`config.mk`:
```
export PLATFORM = sky130hd
export DESIGN_NAME = sha3_pad_packer
export DESIGN_NICKNAME = d
export VERILOG_FILES = /design/src/rtl/sha3pad_pkg.sv /design/src/rtl/sha3pad_ctrl.sv /design/src/rtl/sha3pad_lane.sv /design/src/rtl/sha3_pad_packer.sv
export SDC_FILE = /design/constraint.sdc
export NUM_CORES = 2
export LEC_CHECK = 0
export BUFFER_PORTS_ARGS = -buffer_cell sky130_fd_sc_hd__buf_2
export CAP_MARGIN = 10
export CORE_AREA = 5 5 421 423
export CTS_CLUSTER_SIZE = 40
export DETAILED_ROUTE_END_ITERATION = 8
export DIE_AREA = 0 0 426 428
export GPL_TIMING_DRIVEN = 0
export SETUP_SLACK_MARGIN = 0.02
export SYNTH_ARGS = -nofsm -noshare
export SYNTH_HDL_FRONTEND = slang
export SYNTH_SLANG_ARGS = --single-unit
```
`constraint.sdc`:
```
create_clock -name clk -period 2.5 [get_ports clk]
set_input_delay 0.5 -clock clk [delete_from_list [all_inputs] [get_ports clk]]
set_output_delay 0.5 -clock clk [all_outputs]
set_load 0.05 [all_outputs]
```
`src/rtl/sha3pad_pkg.sv`:
```
package sha3pad_pkg;

    // Controller states
    typedef enum logic [1:0] {
        ST_FILL      = 2'd0,   // accepting message bytes
        ST_DATA      = 2'd1,   // full data block held, more follows
        ST_DATA_XTRA = 2'd2,   // full data block held, padding-only block follows
        ST_FINAL     = 2'd3    // padded last block held
    } pad_state_e;

    // SHA3 domain suffix and closing pad bit, as byte values
    localparam logic [7:0] SUFFIX_BYTE = 8'h06;
    localparam logic [7:0] PAD_END     = 8'h80;

endpackage

```
`src/rtl/sha3pad_ctrl.sv`:
```
module sha3pad_ctrl
    import sha3pad_pkg::*;
#(
    parameter int RATE_BYTES = 136,
    parameter int IDX_W      = $clog2(RATE_BYTES + 1)
) (
    input  logic             clk,
    input  logic             rst_n,
    input  logic             in_valid,
    input  logic             in_nodata,
    input  logic             in_last,
    input  logic             out_ready,
    output logic             in_ready,
    output logic             out_valid,
    output logic             out_last,
    output logic             lane_clr,
    output logic             lane_padonly,
    output logic             lane_wr,
    output logic [IDX_W-1:0] wr_idx,
    output logic             pad_en,
    output logic [IDX_W-1:0] pad_pos
);

    localparam logic [IDX_W-1:0] RATE_CNT = IDX_W'(RATE_BYTES);

    pad_state_e       state_q, state_d;
    logic [IDX_W-1:0] idx_q, idx_d;
    logic [IDX_W-1:0] fill_pos;
    logic             beat;
    logic             blk_full;

    // A beat is taken only while filling
    assign beat     = in_valid && (state_q == ST_FILL);
    // Bytes present in the block once this beat is applied
    assign fill_pos = idx_q + {{(IDX_W-1){1'b0}}, ~in_nodata};
    assign blk_full = (fill_pos == RATE_CNT);

    // Next-state and byte-position logic
    always_comb begin
        state_d = state_q;
        idx_d   = idx_q;
        unique case (state_q)
            ST_FILL: begin
                if (beat) begin
                    idx_d = (blk_full || in_last) ? '0 : fill_pos;
                    if (blk_full)
                        state_d = in_last ? ST_DATA_XTRA : ST_DATA;
                    else if (in_last)
                        state_d = ST_FINAL;
                end
            end
            ST_DATA:      if (out_ready) state_d = ST_FILL;
            ST_DATA_XTRA: if (out_ready) state_d = ST_FINAL;
            ST_FINAL:     if (out_ready) state_d = ST_FILL;
            default:      state_d = ST_FILL;
        endcase
    end

    // State register
    always_ff @(posedge clk or negedge rst_n) begin
        if (!rst_n) begin
            state_q <= ST_FILL;
            idx_q   <= '0;
        end else begin
            state_q <= state_d;
            idx_q   <= idx_d;
        end
    end

    // Outputs and lane controls
    always_comb begin
        in_ready     = 1'b0;
        out_valid    = 1'b0;
        out_last     = 1'b0;
        lane_clr     = 1'b0;
        lane_padonly = 1'b0;
        lane_wr      = 1'b0;
        pad_en       = 1'b0;
        wr_idx       = idx_q;
        pad_pos      = fill_pos;
        unique case (state_q)
            ST_FILL: begin
                in_ready = 1'b1;
                lane_wr  = beat && !in_nodata;
                pad_en   = beat && in_last && !blk_full;
            end
            ST_DATA: begin
                out_valid = 1'b1;
                lane_clr  = out_ready;
            end
            ST_DATA_XTRA: begin
                out_valid    = 1'b1;
                lane_padonly = out_ready;
            end
            ST_FINAL: begin
                out_valid = 1'b1;
                out_last  = 1'b1;
                lane_clr  = out_ready;
            end
            default: ;
        endcase
    end

    // the fill position never reaches the block size between beats
    p_idx_bound_r1: assert property (@(posedge clk) disable iff (!rst_n)
        idx_q < RATE_CNT);

    // a refused block stays presented with the same last flag
    p_hold_r6: assert property (@(posedge clk) disable iff (!rst_n)
        (out_valid && !out_ready) |=> (out_valid && $stable(out_last)));

    // a stalled input beat does not advance the fill position
    p_stall_r7: assert property (@(posedge clk) disable iff (!rst_n)
        (out_valid && in_valid) |=> $stable(idx_q));

    // leaving the boundary state always yields a final block
    p_xtra_r4: assert property (@(posedge clk) disable iff (!rst_n)
        (state_q == ST_DATA_XTRA && out_ready) |=> (out_valid && out_last));

    // after the last block goes, the packer is empty and ready
    p_restart_r9: assert property (@(posedge clk) disable iff (!rst_n)
        (out_valid && out_ready && out_last) |=> (in_ready && idx_q == '0));

endmodule

```
`src/rtl/sha3pad_lane.sv`:
```
module sha3pad_lane
    import sha3pad_pkg::*;
#(
    parameter int LANE       = 0,
    parameter int RATE_BYTES = 136,
    parameter int IDX_W      = $clog2(RATE_BYTES + 1)
) (
    input  logic             clk,
    input  logic             rst_n,
    input  logic             clr,
    input  logic             padonly,
    input  logic             wr_en,
    input  logic [IDX_W-1:0] wr_idx,
    input  logic [7:0]       wr_byte,
    input  logic             pad_en,
    input  logic [IDX_W-1:0] pad_pos,
    output logic [7:0]       q
);

    localparam logic [IDX_W-1:0] LANE_IDX = IDX_W'(LANE);
    localparam bit               IS_HEAD  = (LANE == 0);
    localparam bit               IS_TAIL  = (LANE == RATE_BYTES - 1);
    localparam logic [7:0]       PADONLY_VAL =
        (IS_HEAD ? SUFFIX_BYTE : 8'h00) ^ (IS_TAIL ? PAD_END : 8'h00);

    logic [7:0] lane_q, lane_d;

    always_comb begin
        lane_d = lane_q;
        if (clr) begin
            lane_d = '0;
        end else if (padonly) begin
            lane_d = PADONLY_VAL;
        end else begin
            if (wr_en && wr_idx == LANE_IDX)
                lane_d = wr_byte;
            if (pad_en && pad_pos == LANE_IDX)
                lane_d = lane_d ^ SUFFIX_BYTE;
            if (pad_en && IS_TAIL)
                lane_d = lane_d ^ PAD_END;
        end
    end

    always_ff @(posedge clk or negedge rst_n) begin
        if (!rst_n) lane_q <= '0;
        else        lane_q <= lane_d;
    end

    assign q = lane_q;

endmodule

```
`src/rtl/sha3_pad_packer.sv`:
```
module sha3_pad_packer
    import sha3pad_pkg::*;
#(
    parameter  int RATE_BYTES = 136,
    localparam int BLOCK_W    = RATE_BYTES * 8,
    localparam int IDX_W      = $clog2(RATE_BYTES + 1)
) (
    input  logic               clk,
    input  logic               rst_n,
    input  logic               in_valid,
    output logic               in_ready,
    input  logic [7:0]         in_byte,
    input  logic               in_nodata,
    input  logic               in_last,
    output logic               out_valid,
    input  logic               out_ready,
    output logic [BLOCK_W-1:0] out_block,
    output logic               out_last
);

    logic             lane_clr;
    logic             lane_padonly;
    logic             lane_wr;
    logic [IDX_W-1:0] wr_idx;
    logic             pad_en;
    logic [IDX_W-1:0] pad_pos;

    sha3pad_ctrl #(
        .RATE_BYTES (RATE_BYTES),
        .IDX_W      (IDX_W)
    ) u_ctrl (
        .clk          (clk),
        .rst_n        (rst_n),
        .in_valid     (in_valid),
        .in_nodata    (in_nodata),
        .in_last      (in_last),
        .out_ready    (out_ready),
        .in_ready     (in_ready),
        .out_valid    (out_valid),
        .out_last     (out_last),
        .lane_clr     (lane_clr),
        .lane_padonly (lane_padonly),
        .lane_wr      (lane_wr),
        .wr_idx       (wr_idx),
        .pad_en       (pad_en),
        .pad_pos      (pad_pos)
    );

    // One byte lane per block position
    for (genvar g = 0; g < RATE_BYTES; g++) begin : g_lane
        sha3pad_lane #(
            .LANE       (g),
            .RATE_BYTES (RATE_BYTES),
            .IDX_W      (IDX_W)
        ) u_lane (
            .clk     (clk),
            .rst_n   (rst_n),
            .clr     (lane_clr),
            .padonly (lane_padonly),
            .wr_en   (lane_wr),
            .wr_idx  (wr_idx),
            .wr_byte (in_byte),
            .pad_en  (pad_en),
            .pad_pos (pad_pos),
            .q       (out_block[8*g +: 8])
        );
    end

    // block contents hold while the block is refused
    p_block_stable_r6: assert property (@(posedge clk) disable iff (!rst_n)
        (out_valid && !out_ready) |=> $stable(out_block));

    // every final block carries the closing pad bit in its top byte
    p_tail_bit_r2: assert property (@(posedge clk) disable iff (!rst_n)
        (out_valid && out_last) |-> out_block[BLOCK_W-1]);

    // the block register is empty once the last block is taken
    p_cleared_r9: assert property (@(posedge clk) disable iff (!rst_n)
        (out_valid && out_ready && out_last) |=> (out_block == '0 && !out_valid));

endmodule

```
==> metrics <==
FFs w/ async S/R, synth 100%; compound-cell area share of the yosys netlist 9.38%; measured slew at the worst slew-check pin 1330 ps; Fmax 357 MHz; antenna violation net count after detailed routing 0; Worst Setup EP g_lane[65].u_lane.q[2]; Max Transition Viols Final 0; Hold WS 266 ps; Initial Util 28.6%; Relative slew margins a little under an eighth; Clk Tree Root Cell clkbuf_16; cts bufs inserted 133; Max Cap Viol 0; number of synthesized flops with an enable pin 0; Post-Synth Adder-Cell Area 0.0505%; filler cell count 17100; P_sw 19800 uW; Final Hold Fails 0; pre-CTS setup slack -2160 ps; Cells after Synth 5292; Setup crit start u_ctrl.state_q[1]; mux contribution to synthesized area 6.73%; setup ws final -305 ps; Pre-antenna DRT Iters 8; worst-case reg-to-reg path depth 11; leakage power about 0.035 uW; fraction of layout cells with a size suffix above 1 35.1%; Clk pwr share 38.7%; internal power around 33000 uW; Die Y 428 um; routed vias/inst 5.61; total clock sinks 1098; Logic pwr share 26.8%; reg2reg end g_lane[65].u_lane.q[2]; CP max FO 8; final routed DRC violation total 0; synthesized area around 0.050 mm^2; Worst R2R Start u_ctrl.state_q[1]; crit path time final 2810 ps; gp weighted congestion 0.981; ys flop type dfrtp_1; post-route core utilization between 40% and 50%; Final Cycle Share 112%; number of global-route vias before repair about 49000; final setup vio count 616; final wirelength 352000 um; Avg WL per Cell 38.1 um; CTS tree yes; Post-Synth Simple-Gate Area roughly a fifth; first-pass GRT wire length 453000 um; kind of critical path register to register; CP Data Required Time between 3000 and 4000 ps; skew final ~25 ps; die area 0.182 mm^2; All-Layer GR Usage 36.8%; clk_lat worst skew 810 ps; synth warn 0; Core Area 0.173 mm^2; # IOs roughly 1100; pwr dens roughly 740 mW/mm^2; P&R area growth vs syn 44.5%; port buffer count 1096; Seq pwr share 34.4%; register area share after synthesis 55.5%; Data arrival, critical path 3490 ps; initial antenna violation count 18; Detail Placement HPWL 271000 um; clock-pin slew on the worst setup and hold paths about 60 ps; Yosys reg bits 1098; Iter 0 DRT Violations a little under 7000; pin count of the biggest net entering global routing 163; CP Launch Type register; sw frac approximately 38%; Worst R2R Setup Slack -310 ps; distinct cell type count after synthesis 64; RSZ-0062 raised after global routing yes; Peak VDD IR 743 uV; row count between 150 and 200; Avg Inst Size Synth 9.36 um^2; CP Capture Type register; setup tns final -58940 ps; class of the worst hold path input pin to async pin; failing checks negative setup slack; largest family of logic cells by synthesized area simple AND/OR/NAND/NOR gates; Die X around 430 um; syn nets 5308; Nets roughly 6800; global route overflow 0; CTS Buffer Depth 3; post-synthesis xor/xnor area fraction 4.92%; Vias 51900; status finished, violations left; # H-tree levels 4
## what timing repair did
item / CTS / global route
cloned: 14 / 17
hold endpoints to repair: 107 / 0
gates resized for setup: 1059 / 439
setup buffers: 164 / 81
endpoints found under the setup margin: 1095 / 1173
pin swaps: 146 / 130
hold buffers: 3 / 0
## power by group through the flow
stage          Sequential (uW)  Combinational [uW]  Clock, uW
2_1_floorplan            18900                4050          0
3_3_place_gp             18500               10200          0
3_5_place_dp             18400               10400          0
4_1_cts                  18100               12900      20400
5_1_grt                  18100               14200      21100
6_report                 18100               14100      20400
## flip-flops by register name (all words and copies together), names as in the netlist
name             count
u_ctrl.state_q       2
u_ctrl.wr_idx        8
g_lane.u_lane.q   1088
## cell usage after synthesis, types with 7 or more instances
library cell / count / area [um^2]
nor2_1: 362 / 1360
nor3_1: 29 / 145
xor2_1: 125 / 1090
nand4_1: 24 / 150
o21ai_0: 13 / 65.1
nand3_1: 653 / 3270
or3_1: 7 / 43.8
mux2i_1: 333 / 3330
nand2_1: 1070 / 4020
buf_1: 44 / 165
a211oi_2: 26 / 325
and3_1: 9 / 56.3
dfrtp_1: 1098 / 27500
buf_2: 69 / 345
nor4_1: 14 / 87.6
a211oi_1: 18 / 135
a21oi_1: 768 / 3840
nand2b_1: 8 / 50.1
and2_1: 15 / 93.8
xnor2_1: 153 / 1340
inv_1: 8 / 30.0
clkbuf_1: 353 / 1330
## metrics by stage
stage	cell area (um^2)	instances	total power, uW
floorplan	49600	5292	22900
global route	71500	9240	53500
detailed placement	58600	8739	28900
finish	71500	9248	52600
CTS	68800	9152	51500
global placement	58000	8713	28600
## layout by cell type, fill, tap and decap left out, types with 52 or more instances in the layout
| cell | count |
|---|---|
| clkbuf_2 | 102 |
| clkbuf_1 | 183 |
| nand3_1 | 565 |
| clkbuf_4 | 52 |
| dfrtp_1 | 1097 |
| nor2_1 | 334 |
| a21oi_1 | 699 |
| buf_12 | 77 |
| clkbuf_16 | 161 |
| buf_2 | 1123 |
| buf_4 | 190 |
| xor2_1 | 122 |
| mux2i_1 | 314 |
| xnor2_1 | 140 |
| a21oi_2 | 62 |
| nand2_1 | 926 |
| nand2_4 | 60 |
| nand3_2 | 57 |
## worst min path at each step
| stage | end | slack (ps) | cells past startpoint |
|---|---|---|---|
| floorplan | g_lane[0].u_lane.q[0] | 200 | 0 |
| global placement | g_lane[118].u_lane.q[0] | 500 | 2 |
| detailed placement | g_lane[55].u_lane.q[3] | 510 | 2 |
| CTS | g_lane[33].u_lane.q[1] | 280 | 2 |
| global route | g_lane[37].u_lane.q[2] | 300 | 2 |
| finish | g_lane[37].u_lane.q[2] | 270 | 2 |
## metal layers
| metal | global-route usage (%) | share of wire (%) | vias up |
|---|---|---|---|
| met5 | 0 | 0.0080 | - |
| met4 | 28.0 | 9.9 | 6 |
| met3 | 11.2 | 11 | 1036 |
| met2 | 57.5 | 45 | 3771 |
| met1 | 42.3 | 35 | 26200 |
| li1 | - | - | 20900 |
## logic make-up (layout without fill, tap and decap cells)
group,Yosys count,in the layout
muxes,333,333
xor gates and xnor gates,278,278
DFF,1098,1098
and+or+nand+nor,2242,2242
other,0,8
buffers and inverters,477,2100
AOI/OAI and AO/OA,862,862
adders and majority gates,2,2
## critical path, stage by stage, from the launching register on
cell and delay (ps):
dfrtp_1 380, buf_6 140, or4b_4 490, buf_12 170, nor4_4 420, buf_6 210, buf_12 150, buf_6 120
nand2_8 110, mux2i_1 170, xnor2_1 220, nor2_1 50
## cell type report
cell class                 count  area (um^2)  share of cell area (%)
antenna                        8         20.0                  0.0280
buffer                       456         3360                    4.70
clock buffer                 192         3890                    5.44
clock inverter                49          567                   0.792
inverter                       8         37.5                  0.0525
multi-input combinational   3717        24100                    33.6
sequential                  1098        27500                    38.4
tap                         2325         2910                    4.07
timing repair buffer        1395         9230                    12.9
(Power assumes the default switching activity.)
